==> src/rtl/gpio_sect_pkg.sv <==
package gpio_sect_pkg;

    localparam int SECT_PINS = 8;
    localparam int NUM_SECT  = 4;
    localparam int NUM_PINS  = SECT_PINS * NUM_SECT;
    localparam int OFF_W     = 6;
    localparam int SEL_W     = $clog2(NUM_SECT);
    localparam int ADDR_W    = OFF_W + SEL_W;
    localparam int DATA_W    = 32;
    localparam int SYNC_LEN  = 2;

    typedef enum logic [3:0] {
        RG_MSTAT  = 4'd0,
        RG_STAT   = 4'd1,
        RG_MSET   = 4'd2,
        RG_MCLR   = 4'd3,
        RG_DIR    = 4'd4,
        RG_DOUT   = 4'd5,
        RG_DIN    = 4'd6,
        RG_TYPE   = 4'd7,
        RG_NONE   = 4'd15
    } reg_sel_e;

    typedef struct packed {
        logic [SECT_PINS-1:0] dir;
        logic [SECT_PINS-1:0] dout;
        logic [SECT_PINS-1:0] stat;
        logic [SECT_PINS-1:0] mask;
        logic [SECT_PINS-1:0] ltype;
    } sect_state_t;

    function automatic reg_sel_e decode_off(input logic [OFF_W-1:0] off);
        case (off)
            6'h00:   return RG_MSTAT;
            6'h04:   return RG_STAT;
            6'h08:   return RG_MSET;
            6'h0C:   return RG_MCLR;
            6'h10:   return RG_DIR;
            6'h14:   return RG_DOUT;
            6'h18:   return RG_DIN;
            6'h20:   return RG_TYPE;
            default: return RG_NONE;
        endcase
    endfunction

endpackage

==> src/rtl/gpio_sync.sv <==
module gpio_sync #(
    parameter int W      = 8,
    parameter int STAGES = 2
) (
    input  logic         clk,
    input  logic         rst,
    input  logic [W-1:0] d_async,
    output logic [W-1:0] d_sync
);
    logic [W-1:0] chain [STAGES];

    for (genvar s = 0; s < STAGES; s++) begin : g_stage
        always_ff @(posedge clk) begin
            if (rst)
                chain[s] <= '0;
            else if (s == 0)
                chain[s] <= d_async;
            else
                chain[s] <= chain[(s == 0) ? 0 : s-1];
        end
    end

    assign d_sync = chain[STAGES-1];
endmodule

==> src/rtl/gpio_section.sv <==
module gpio_section
    import gpio_sect_pkg::*;
(
    input  logic                 clk,
    input  logic                 rst,
    input  logic                 wr_en,
    input  reg_sel_e             sel,
    input  logic [SECT_PINS-1:0] wdata,
    input  logic [SECT_PINS-1:0] lvl,
    output logic [SECT_PINS-1:0] rd_val,
    output logic [SECT_PINS-1:0] pend,
    output logic [SECT_PINS-1:0] dout,
    output logic [SECT_PINS-1:0] oe
);
    sect_state_t          st;
    logic [SECT_PINS-1:0] lvl_q;
    logic [SECT_PINS-1:0] hit;
    logic [SECT_PINS-1:0] clr;

    // edge pins fire on a rising sync level, level pins while high
    assign hit = (st.ltype & lvl) | (~st.ltype & lvl & ~lvl_q);
    assign clr = (wr_en && sel == RG_STAT) ? wdata : '0;

    always_ff @(posedge clk) begin
        if (rst) begin
            st.dir   <= '1;
            st.dout  <= '0;
            st.stat  <= '0;
            st.mask  <= '1;
            st.ltype <= '0;
            lvl_q    <= '0;
        end else begin
            lvl_q   <= lvl;
            st.stat <= (st.stat & ~clr) | hit;
            if (wr_en) begin
                case (sel)
                    RG_DIR:  st.dir   <= wdata;
                    RG_DOUT: st.dout  <= wdata;
                    RG_MSET: st.mask  <= st.mask | wdata;
                    RG_MCLR: st.mask  <= st.mask & ~wdata;
                    RG_TYPE: st.ltype <= st.ltype | wdata;
                    default: ;
                endcase
            end
        end
    end

    always_comb begin
        case (sel)
            RG_MSTAT: rd_val = st.stat & ~st.mask;
            RG_STAT:  rd_val = st.stat;
            RG_MSET:  rd_val = st.mask;
            RG_DIR:   rd_val = st.dir;
            RG_DOUT:  rd_val = st.dout;
            RG_DIN:   rd_val = lvl;
            RG_TYPE:  rd_val = st.ltype;
            default:  rd_val = '0;
        endcase
    end

    assign pend = st.stat & ~st.mask;
    assign dout = st.dout;
    assign oe   = ~st.dir;
endmodule

==> src/rtl/gpio_sect_ctrl.sv <==
module gpio_sect_ctrl
    import gpio_sect_pkg::*;
(
    input  logic              clk,
    input  logic              rst,
    input  logic [ADDR_W-1:0] bus_addr,
    input  logic              bus_we,
    input  logic [DATA_W-1:0] bus_wdata,
    output logic [DATA_W-1:0] bus_rdata,
    input  logic [NUM_PINS-1:0] pin_in,
    output logic [NUM_PINS-1:0] pin_out,
    output logic [NUM_PINS-1:0] pin_oe,
    output logic              irq
);
    logic [NUM_PINS-1:0]  lvl;
    logic [SEL_W-1:0]     sect_idx;
    reg_sel_e             sel;
    logic [SECT_PINS-1:0] rd_arr [NUM_SECT];
    logic [NUM_PINS-1:0]  pend_all;
    logic                 irq_q;

    assign sect_idx = bus_addr[OFF_W +: SEL_W];
    assign sel      = decode_off(bus_addr[OFF_W-1:0]);

    gpio_sync #(.W(NUM_PINS), .STAGES(SYNC_LEN)) u_sync (
        .clk     (clk),
        .rst     (rst),
        .d_async (pin_in),
        .d_sync  (lvl)
    );

    for (genvar k = 0; k < NUM_SECT; k++) begin : g_sect
        gpio_section u_sect (
            .clk    (clk),
            .rst    (rst),
            .wr_en  (bus_we && sect_idx == SEL_W'(k)),
            .sel    (sel),
            .wdata  (bus_wdata[SECT_PINS-1:0]),
            .lvl    (lvl[k*SECT_PINS +: SECT_PINS]),
            .rd_val (rd_arr[k]),
            .pend   (pend_all[k*SECT_PINS +: SECT_PINS]),
            .dout   (pin_out[k*SECT_PINS +: SECT_PINS]),
            .oe     (pin_oe[k*SECT_PINS +: SECT_PINS])
        );
    end

    assign bus_rdata = {{(DATA_W-SECT_PINS){1'b0}}, rd_arr[sect_idx]};

    always_ff @(posedge clk) begin
        if (rst) irq_q <= 1'b0;
        else     irq_q <= |pend_all;
    end

    assign irq = irq_q;
endmodule

==> config.mk <==
export PLATFORM = sky130hd
export DESIGN_NAME = gpio_sect_ctrl
export DESIGN_NICKNAME = d
export VERILOG_FILES = /design/src/rtl/gpio_sect_pkg.sv /design/src/rtl/gpio_sync.sv /design/src/rtl/gpio_section.sv /design/src/rtl/gpio_sect_ctrl.sv
export SDC_FILE = /design/constraint.sdc
export NUM_CORES = 1
export LEC_CHECK = 0
export BUFFER_PORTS_ARGS = -buffer_cell sky130_fd_sc_hd__buf_4
export CAP_MARGIN = 40
export CORE_ASPECT_RATIO = 1.5
export CORE_UTILIZATION = 45
export CTS_CLUSTER_SIZE = 25
export DETAILED_ROUTE_END_ITERATION = 7
export PLACE_DENSITY = 0.66
export SETUP_SLACK_MARGIN = 0.3
export SLEW_MARGIN = 10
export SYNTH_ARGS = -nofsm -noshare
export SYNTH_HDL_FRONTEND = slang
export SYNTH_SLANG_ARGS = --single-unit
==> constraint.sdc <==
create_clock -name clk -period 6 [get_ports clk]
set_input_delay 1.2 -clock clk [delete_from_list [all_inputs] [get_ports clk]]
set_output_delay 1.2 -clock clk [all_outputs]
set_load 0.02 [all_outputs]
# Yosys cells after proc, flatten, opt, wreduce, memory -nomap -nowiden
# Memory sizes are Yosys's and may differ from the RTL's.
# Index checks and enable logic that the tools add are counted.
[op_classes]
n_lt_le_gt_ge = 1
n_eq_ne = 17
mux = 21
bitwise_logic = 64
n_reduce_logical = 29
[ops]
columns = ["op", "n"]
rows = [
  ["one-hot mux 8 bit (7 select lines)", 4],
  ["bitwise AND 8 bit", 24],
  ["NOT 8 bit", 21],
  ["bitwise OR 8 bit", 16],
  ["2-to-1 mux 32 bit", 2],
  ["one-hot mux 8 bit (2 select lines)", 4],
  ["2-to-1 mux 8 bit", 6],
  ["one-hot mux 4 bit (8 select lines)", 1],
  ["AND reduction 2 bit", 16],
  ["OR reduction 32 bit", 1],
  ["equality test 6 x 5 -> 1 bit, second input constant", 3],
  ["binary-select mux 8 bit (select 2 bit)", 1],
  ["equality test 4 x 3 -> 1 bit, second input constant", 4],
  ["equality test 6 x 4 -> 1 bit, second input constant", 2],
  ["equality test 4 x 2 -> 1 bit, second input constant", 2],
  ["logical AND 1 bit", 8],
  ["equality test 6 x 3 -> 1 bit, second input constant", 1],
  ["equality test 6 bit, second input constant", 1],
  ["logical NOT 6 bit", 1],
  ["equality test 2 bit, second input constant", 2],
  ["equality test 4 x 1 -> 1 bit, second input constant", 1],
  ["logical NOT 4 bit", 1],
  ["greater-or-equal comparator 3 bit, second input constant", 1],
  ["2-to-1 mux 1 bit", 3],
  ["other kinds (5)", 6],
]
[word_totals]
register_bits = 193
mem_bits_rw = 64
inputBits = 75
output_inout_bits = 97
word_cells = 158
mem_count = 1
[mem_list]
columns = ["name", "depth", "width", "rd", "rd_ports_with_merged_regs", "wr", "line_no", "rtl"]
rows = [
  ["u_sync.chain", 2, 32, 2, 0, 2, "gpio_sync.sv:10", "logic [W-1:0] chain [STAGES];"],
]

# Logic depth before layout (Yosys ltp)
# Gate-level depths: netlist (run 1).
[depth]
word_depth = 8
ltp_mapped = 8
ltp_nobuf = 5

# By module
# From an unflattened synthesis (run 1), not the netlist that was laid out.
[hier_totals]
cells_unflattened = 1388
hier_area_um2 = 12615.8
[by_module_without_submodules]
columns = ["module", "instances", "cells_per_inst", "area_each_um2", "seq_area_each_um2"]
rows = [
  ["gpio_section", 4, 298, 2534.9, 960.9],
  ["gpio_sync", 1, 135, 1918.1, 1281.2],
  ["gpio_sect_ctrl", 1, 61, 558.0, 20.0],
]

# Least setup slack after synthesis (run 1)
# No wires, ideal clock.
[synth_path]
path_kind = "input -> output"
from = "in bus_addr[4]"
to = "out bus_rdata[0]"
arrival_time_ns = 3.008
t_required_ns = 4.800
slack_ns = 1.792
path_stages = 7
n_path_buf = 2
path_cell_list = "buf_2 -> or3b_4 -> or3_1 -> buf_6 -> o22ai_1 -> a2111oi_0 -> o32ai_1"
[synth_between]
elab_chain_len = 7
elab_cells_between_ends = 23
cone_classes = "13 x eq/ne; 8 x mux; 2 x reduce/logical"
[synth_lines]
columns = ["item", "line_no", "rtl"]
rows = [
  ["start: declaration", "gpio_sect_ctrl.sv:6", "input logic [ADDR_W-1:0] bus_addr,"],
  ["equality test 6 bit (tied with other cells)", "gpio_sect_pkg.sv:33", "case (off)"],
  ["one-hot mux 4 bit (8 select lines) *", "gpio_sect_pkg.sv:33", ""],
  ["equality test 4 x 3 -> 1 bit (tied with other cells)", "gpio_section.sv:49", "case (sel)"],
  ["one-hot mux 8 bit (7 select lines)", "gpio_section.sv:49", ""],
  ["binary-select mux 8 bit (select 2 bit) *", "gpio_sect_ctrl.sv:47", "assign bus_rdata = {{(DATA_W-SECT_PINS){1'b0}}, rd_arr[sect_idx]};"],
  ["2-to-1 mux 8 bit (implied by the code) * (2 in a row)", "gpio_sect_ctrl.sv:47", ""],
  ["end: declaration", "gpio_sect_ctrl.sv:9", "output logic [DATA_W-1:0] bus_rdata,"],
]
# Every way passes the cells marked *; elsewhere a longest branch is shown, timed or not. The select of a mux whose other input is x is not followed.

# Worst setup path after layout (run 1)
[layout_path]
from = "in bus_addr[3]"
to = "out bus_rdata[5]"
# The elaborated chain is that of the path after synthesis.

==> metrics, run 1 <==
Max H-tree Level 1; most frequent cells in the layout 257 x dfxtp_1, 138 x buf_4, 111 x nor2b_1, 100 x a21oi_1, 98 x inv_1; synth warn 0; Gate Count Post-Synth about 1.3k; Clock Sinks 257; initial antenna violation count 0; Worst Hold Class reg -> reg; leakage power between 5 and 6 nW; die height 196 µm; CP Class in -> out; ANT nets after route 0; Root Buffer Master clkbuf_16; Post-CTS Hold Buffers 0; CP max FO 41; Place WS ~1.1 ns; CP required 4.80 ns; share of flip-flops with an asynchronous set or reset 0%; Seq/Total Area, Yosys 45.7%; area occupied by multi-input gates 5030 µm²; layout cell share with drive strength beyond 1 between 10% and 20%; Fillers 2284; reg2reg end irq$_SDFF_PP0_; post-route cell area 12900 µm²; period utilisation layout 84.2%; number of global-route vias before repair between 9k and 10k; reg2reg start g_sect[2].u_sect.st[22]$_SDFF_PP0_; Die ar. 25700 µm²; GRT overflow 0; count of buffers inserted at the top-level ports between 100 and 150; Final WS setup 0.951 ns; crit path time final 5.05 ns; Die Wd 131 µm; Post-synth EDFFs 0; reg-to-reg setup timing slack 3.78 ns; DRC 0; worst endpoint data arrival time ~3.9 ns; Pwr Density about 290 nW/µm²; clock-pin slew on the worst setup and hold paths 0.06 ns; global-route wire length before repair 55.5 mm; syn avg cell area 8.74 µm²; placed insts 1631; HPWL Detailed roughly 25 mm; Antenna diodes 0; number of synthesized register bits between 200 and 300; R2R depth 5; fmax 198 MHz; final setup fails 0; CP Launch Type input port; Worst Skew ~0.013 ns; gpl congestion 0.970; Vias 9734; Register Area 5140 µm²; commonest non-fill, non-tap cell in the layout dfxtp_1; iteration count of the initial detailed-routing pass 6; Hold Vio Cnt, Final 0; setup TNS 0 ns; worst-margin pin slew 0.909 ns; Cell Count, Final, Fillers Out around 1.7k; Area Overhead vs Synth 14.5%; Resized cells post-CTS 0; Rows 70; outcome finished clean; DRT Wirelength 37.5 mm; Max-cap violations 0; TritonCTS clock tree yes; Bufs on Longest Clock Path 3; RSZ-0062 raised after global routing false; synthesized area about 11000 µm²; hold slack roughly 0.43 ns; largest net degree at the start of global routing 82; top_reg_cell synth dfxtp_1; worst rel slew slack 37.9%; I/O pins 172; core region area 24400 µm²; Hold Crit Start u_sync.chain[0][10]$_SDFF_PP0_; Hold Crit Depth 1; Distinct cells, synth between 60 and 70; clock latency on the worst-skew pair 0.53 ns; post-layout net count approximately 1.4k; Vias per Instance around 5.8; initial core utilization 46.1%; Setup Buffers After CTS 0; placed cell area 12100 µm²; total track usage ~29%; Max VDD drop 0.205 mV; Hold EP u_sync.chain[1][10]$_SDFF_PP0_; Worst Setup End Kind output pin; Iter 0 DRT Violations 935; Num CTS Buffers 24; average wire per cell in the routed design 22.4 µm; count of final max-slew check failures 0
==> routing by layer <==
layer / GRT usage, % / vias up / wire length (µm)
met5: 0 / - / 0
met3: 4.55 / 144 / 3140
met4: 20.1 / 0 / 2760
li1: - / 4471 / -
met1: 33.8 / 4597 / 14300
met2: 47.2 / 522 / 17400
==> area by class of cell <==
cell class / instances / share of cell area [%]
flip-flops and latches: 257 / 39.9
inverters: 98 / 2.85
clock inverters: 12 / 1.34
well taps: 324 / 3.14
repair buffers: 142 / 8.58
clock buffers: 30 / 5.23
multi-input cells: 810 / 39.0
==> power breakdown <==
group          switching (W)  total [W]  internal [W]
clock network       0.000672    0.00164      0.000969
logic               0.000191   0.000285     0.0000943
registers          0.0000227    0.00177       0.00174
total               0.000885    0.00369       0.00281
==> metrics by stage <==
| step | utilization [%] | power (W) |
|---|---|---|
| CTS | 52.8 | 0.00371 |
| finish | 52.8 | 0.00369 |
| global placement | 48.9 | 0.00208 |
| floorplan | - | 0.00198 |
| global route | 52.8 | 0.00380 |
| detailed placement | 49.3 | 0.00208 |
==> cells by family (layout without fill, tap and decap cells) <==
logic type / after synthesis / count (layout) / share of synthesized area [%]
buf+inv: 245 / 282 / 10.5
flops: 257 / 257 / 45.7
compound gates: 367 / 367 / 21.8
mux: 61 / 61 / 5.47
other cells: 1 / 24 / 0.0333
simple gates: 358 / 358 / 16.5
==> Yosys cell counts, drive strengths merged, types with 2 or more instances <==
cell	number	area, µm²
clkbuf	62	233
a22oi	17	128
dfxtp	257	5140
o2bb2ai	6	52.6
a2111oi	6	52.6
nor2b	111	694
o22a	5	43.8
o21ai	83	415
nand3	9	45.0
o221ai	2	17.5
nand2	84	315
or4	4	33.8
a311o	34	340
a2bb2oi	2	17.5
a211o	6	52.6
nand2b	13	81.3
a22o	3	26.3
nor3	19	110
a221oi	14	123
nor2	90	353
a21oi	100	500
o32ai	3	26.3
mux2	4	45.0
buf	85	583
a32oi	2	17.5
o211ai	37	278
a21boi	21	158
a41oi	3	33.8
a311oi	4	35.0
and2	5	31.3
o31ai	2	15.0
o22ai	8	50.1
nand4	7	43.8
nor4	5	37.5
o41ai	2	17.5
inv	98	368
or3	3	18.8
mux2i	57	571
==> worst max-delay path, cell delays in order <==
cell	delay, ns
buf_4	0.45
nand2b_1	0.50
nor2_1	0.59
a221oi_1	0.16
a311oi_1	0.48
a311o_1	0.25
buf_4	0.16
==> how the worst max path moves through the flow <==
stage | startpoint | to | cells after the start
floorplan | bus_addr[4] | bus_rdata[0] | 7
global placement | bus_addr[3] | bus_rdata[5] | 7
detailed placement | bus_addr[3] | bus_rdata[4] | 7
CTS | bus_addr[3] | bus_rdata[4] | 7
global route | bus_addr[2] | bus_rdata[0] | 6
finish | bus_addr[3] | bus_rdata[5] | 7
(Power assumes the default switching activity.)
==> inputs of run 2 (changes only) <==
- PLACE_DENSITY: 0.66 -> 0.68
- clock period: 6 -> 4.4 ns (I/O delays scaled with it)
==> run 2 against run 1 <==
Non-clock buffer count up 13. Worst setup slack worse by 0.53 ns. Sequential share of layout area is 0.23 points lower. Critical path type unchanged. Critical endpoint is now bus_rdata[3]. Largest cell class unchanged.
==> metrics, run 2 (synthesis results as in run 1) <==
HPWL Detailed 25.7 mm (+1.4%); Logic pwr share 8.0% (+0.3 points); initial antenna violation count 0 (unchanged); Root Buffer Master clkbuf_16; count of buffers inserted at the top-level ports 123 (unchanged); CP most frequent cell buf_4; NetSw 0.00119 W (+35%); worst rel slew slack 38.3% (+0.46 points); Max-cap violations 0 (unchanged); most frequent cells in the layout 257 x dfxtp_1, 150 x buf_4, 111 x nor2b_1, 100 x a21oi_1, 98 x inv_1; fmax 252 MHz; core region area 24400 µm² (unchanged); final setup fails 0 (unchanged); RSZ-0062 raised after global routing false; leakage power 5.19 nW (+1.0%); sequential share of power 49.2% (+1.3 points); Hold Vio Cnt, Final 0 (unchanged); commonest non-fill, non-tap cell in the layout dfxtp_1; iteration count of the initial detailed-routing pass 5 (-1); CP required 3.52 ns (-1.28 ns); GRT overflow 0 (unchanged); number of global-route vias before repair 9145 (-0.087%); Worst Setup End Kind output pin; Max VDD drop 0.281 mV (+37%); Pwr Density 378 nW/µm² (+32%); Max H-tree Level 1 (unchanged); I/O pins 172 (unchanged); Die Wd 131 µm (unchanged); Worst Skew 0.00888 ns (-0.00410 ns); DRT Wirelength 37.2 mm (-0.94%); largest net degree at the start of global routing 141 (+72%); CP cell instances buf_4, buf_4, nor4_2, buf_4, a22oi_1, a31oi_1, o211a_1, buf_4; DRC 0 (unchanged); Iter 0 DRT Violations 973 (+4.1%); initial core utilization 46.1% (unchanged); Clock Sinks 257 (unchanged); Internal 0.00371 W (+32%); Critical Path Max Stage Delay 0.60 ns (about the same); total track usage 28.4% (-0.13 points); period utilisation layout 90.3%; ANT nets after route 0 (unchanged); average wire per cell in the routed design 22.0 µm (-1.8%); setup TNS 0 ns (unchanged); global-route wire length before repair 55.5 mm (unchanged); Bufs on Longest Clock Path 3 (unchanged); gpl congestion 0.969 (about the same); Clk pwr share 42.8% (-1.6 points); worst endpoint data arrival time 3.10 ns (-0.75 ns); Vias 9787 (+0.54%); Area Overhead vs Synth 15.2%; outcome finished clean; layout cell share with drive strength beyond 1 15.6% (+0.80 points); Setup Buffers After CTS 0 (unchanged); CP Class in -> out; Final WS setup 0.425 ns (-0.526 ns); Worst Hold Class reg -> reg; fin util 53.1% (+0.30 points); area occupied by multi-input gates 5030 µm² (unchanged); Register Area 5140 µm² (unchanged); worst-margin pin slew 0.922 ns (+0.0132 ns); Place WS 0.483 ns (-0.635 ns); Fillers 2252 (-1.4%); TritonCTS clock tree yes; Antenna diodes 0 (unchanged); crit path time final 3.98 ns; clock latency on the worst-skew pair 0.53 ns (about the same); CP max stage cell nor4_2; Resized cells post-CTS 0 (unchanged); Die ar. 25700 µm² (unchanged); CP max FO 14 (-66%); post-layout net count 1421 (+0.92%); Rows 70 (unchanged); Post-CTS Hold Buffers 0 (unchanged); switching share of power 24.3% (+0.37 points); count of final max-slew check failures 0 (unchanged); die height 196 µm (unchanged); CP Launch Type input port; clock-pin slew on the worst setup and hold paths 0.06 ns (about the same); Vias per Instance 5.80 (-0.29%); Num CTS Buffers 24 (unchanged); total power draw 0.00490 W (+33%)
run 2: cell count changes in the layout (fill, tap and decap cells not counted), sizes merged:
| cell | previous run | this run |
|---|---|---|
| buf | 142 | 155 |
| bufinv | 4 | 1 |
| clkbuf | 30 | 34 |
run 2: through the flow:
stage               cell area (µm²)  hold slack [ns]  std cells
floorplan                     11300            0.414       1312
global placement              12100            0.417       1641
detailed placement            12200            0.421       1644
CTS                           13000            0.436       1687
global route                  13000            0.450       1687
finish                        13000            0.432       1687
run 2: routing by layer:
metal / wire, µm / vias to the layer above / global-route usage [%] / part of all wire, %
li1: - / 4516 / - / -
met1: 14600 / 4695 / 34.9 / 39
met2: 17400 / 465 / 46.7 / 47
met3: 2750 / 111 / 4.03 / 7.4
met4: 2380 / 0 / 17.9 / 6.4
met5: 0 / - / 0 / 0
run 2: final timing paths:
kind,start,to,slack [ns],cells after the start
setup / recovery,bus_addr[4],bus_rdata[3],0.42,8
hold / removal,u_sync.chain[0][3]$_SDFF_PP0_,u_sync.chain[1][3]$_SDFF_PP0_,0.43,1
setup reg to reg,register,irq$_SDFF_PP0_,2.35,5
hold reg to reg,u_sync.chain[0][3]$_SDFF_PP0_,u_sync.chain[1][3]$_SDFF_PP0_,0.43,1
run 2: power by group through the flow:
stage          sequential (W)  clock, W  combinational (W)
2_1_floorplan         0.00245         0           0.000255
3_3_place_gp          0.00246         0           0.000378
3_5_place_dp          0.00246         0           0.000385
4_1_cts               0.00241   0.00212           0.000386
5_1_grt               0.00241   0.00223           0.000415
6_report              0.00241   0.00210           0.000394
run 2: critical path: cells and delay by family:
kind / cells / cell delay [ns]
compound gates: 3 / 0.79
buf+inv: 4 / 0.82
simple gates: 1 / 0.60
run 2: layout make-up:
cell class / instances / area share (%)
clock buffer: 34 / 5.55
clock inverter: 9 / 0.579
inverter: 98 / 2.84
multi-input combinational: 810 / 38.7
sequential: 257 / 39.7
tap: 324 / 3.13
timing repair buffer: 155 / 9.50
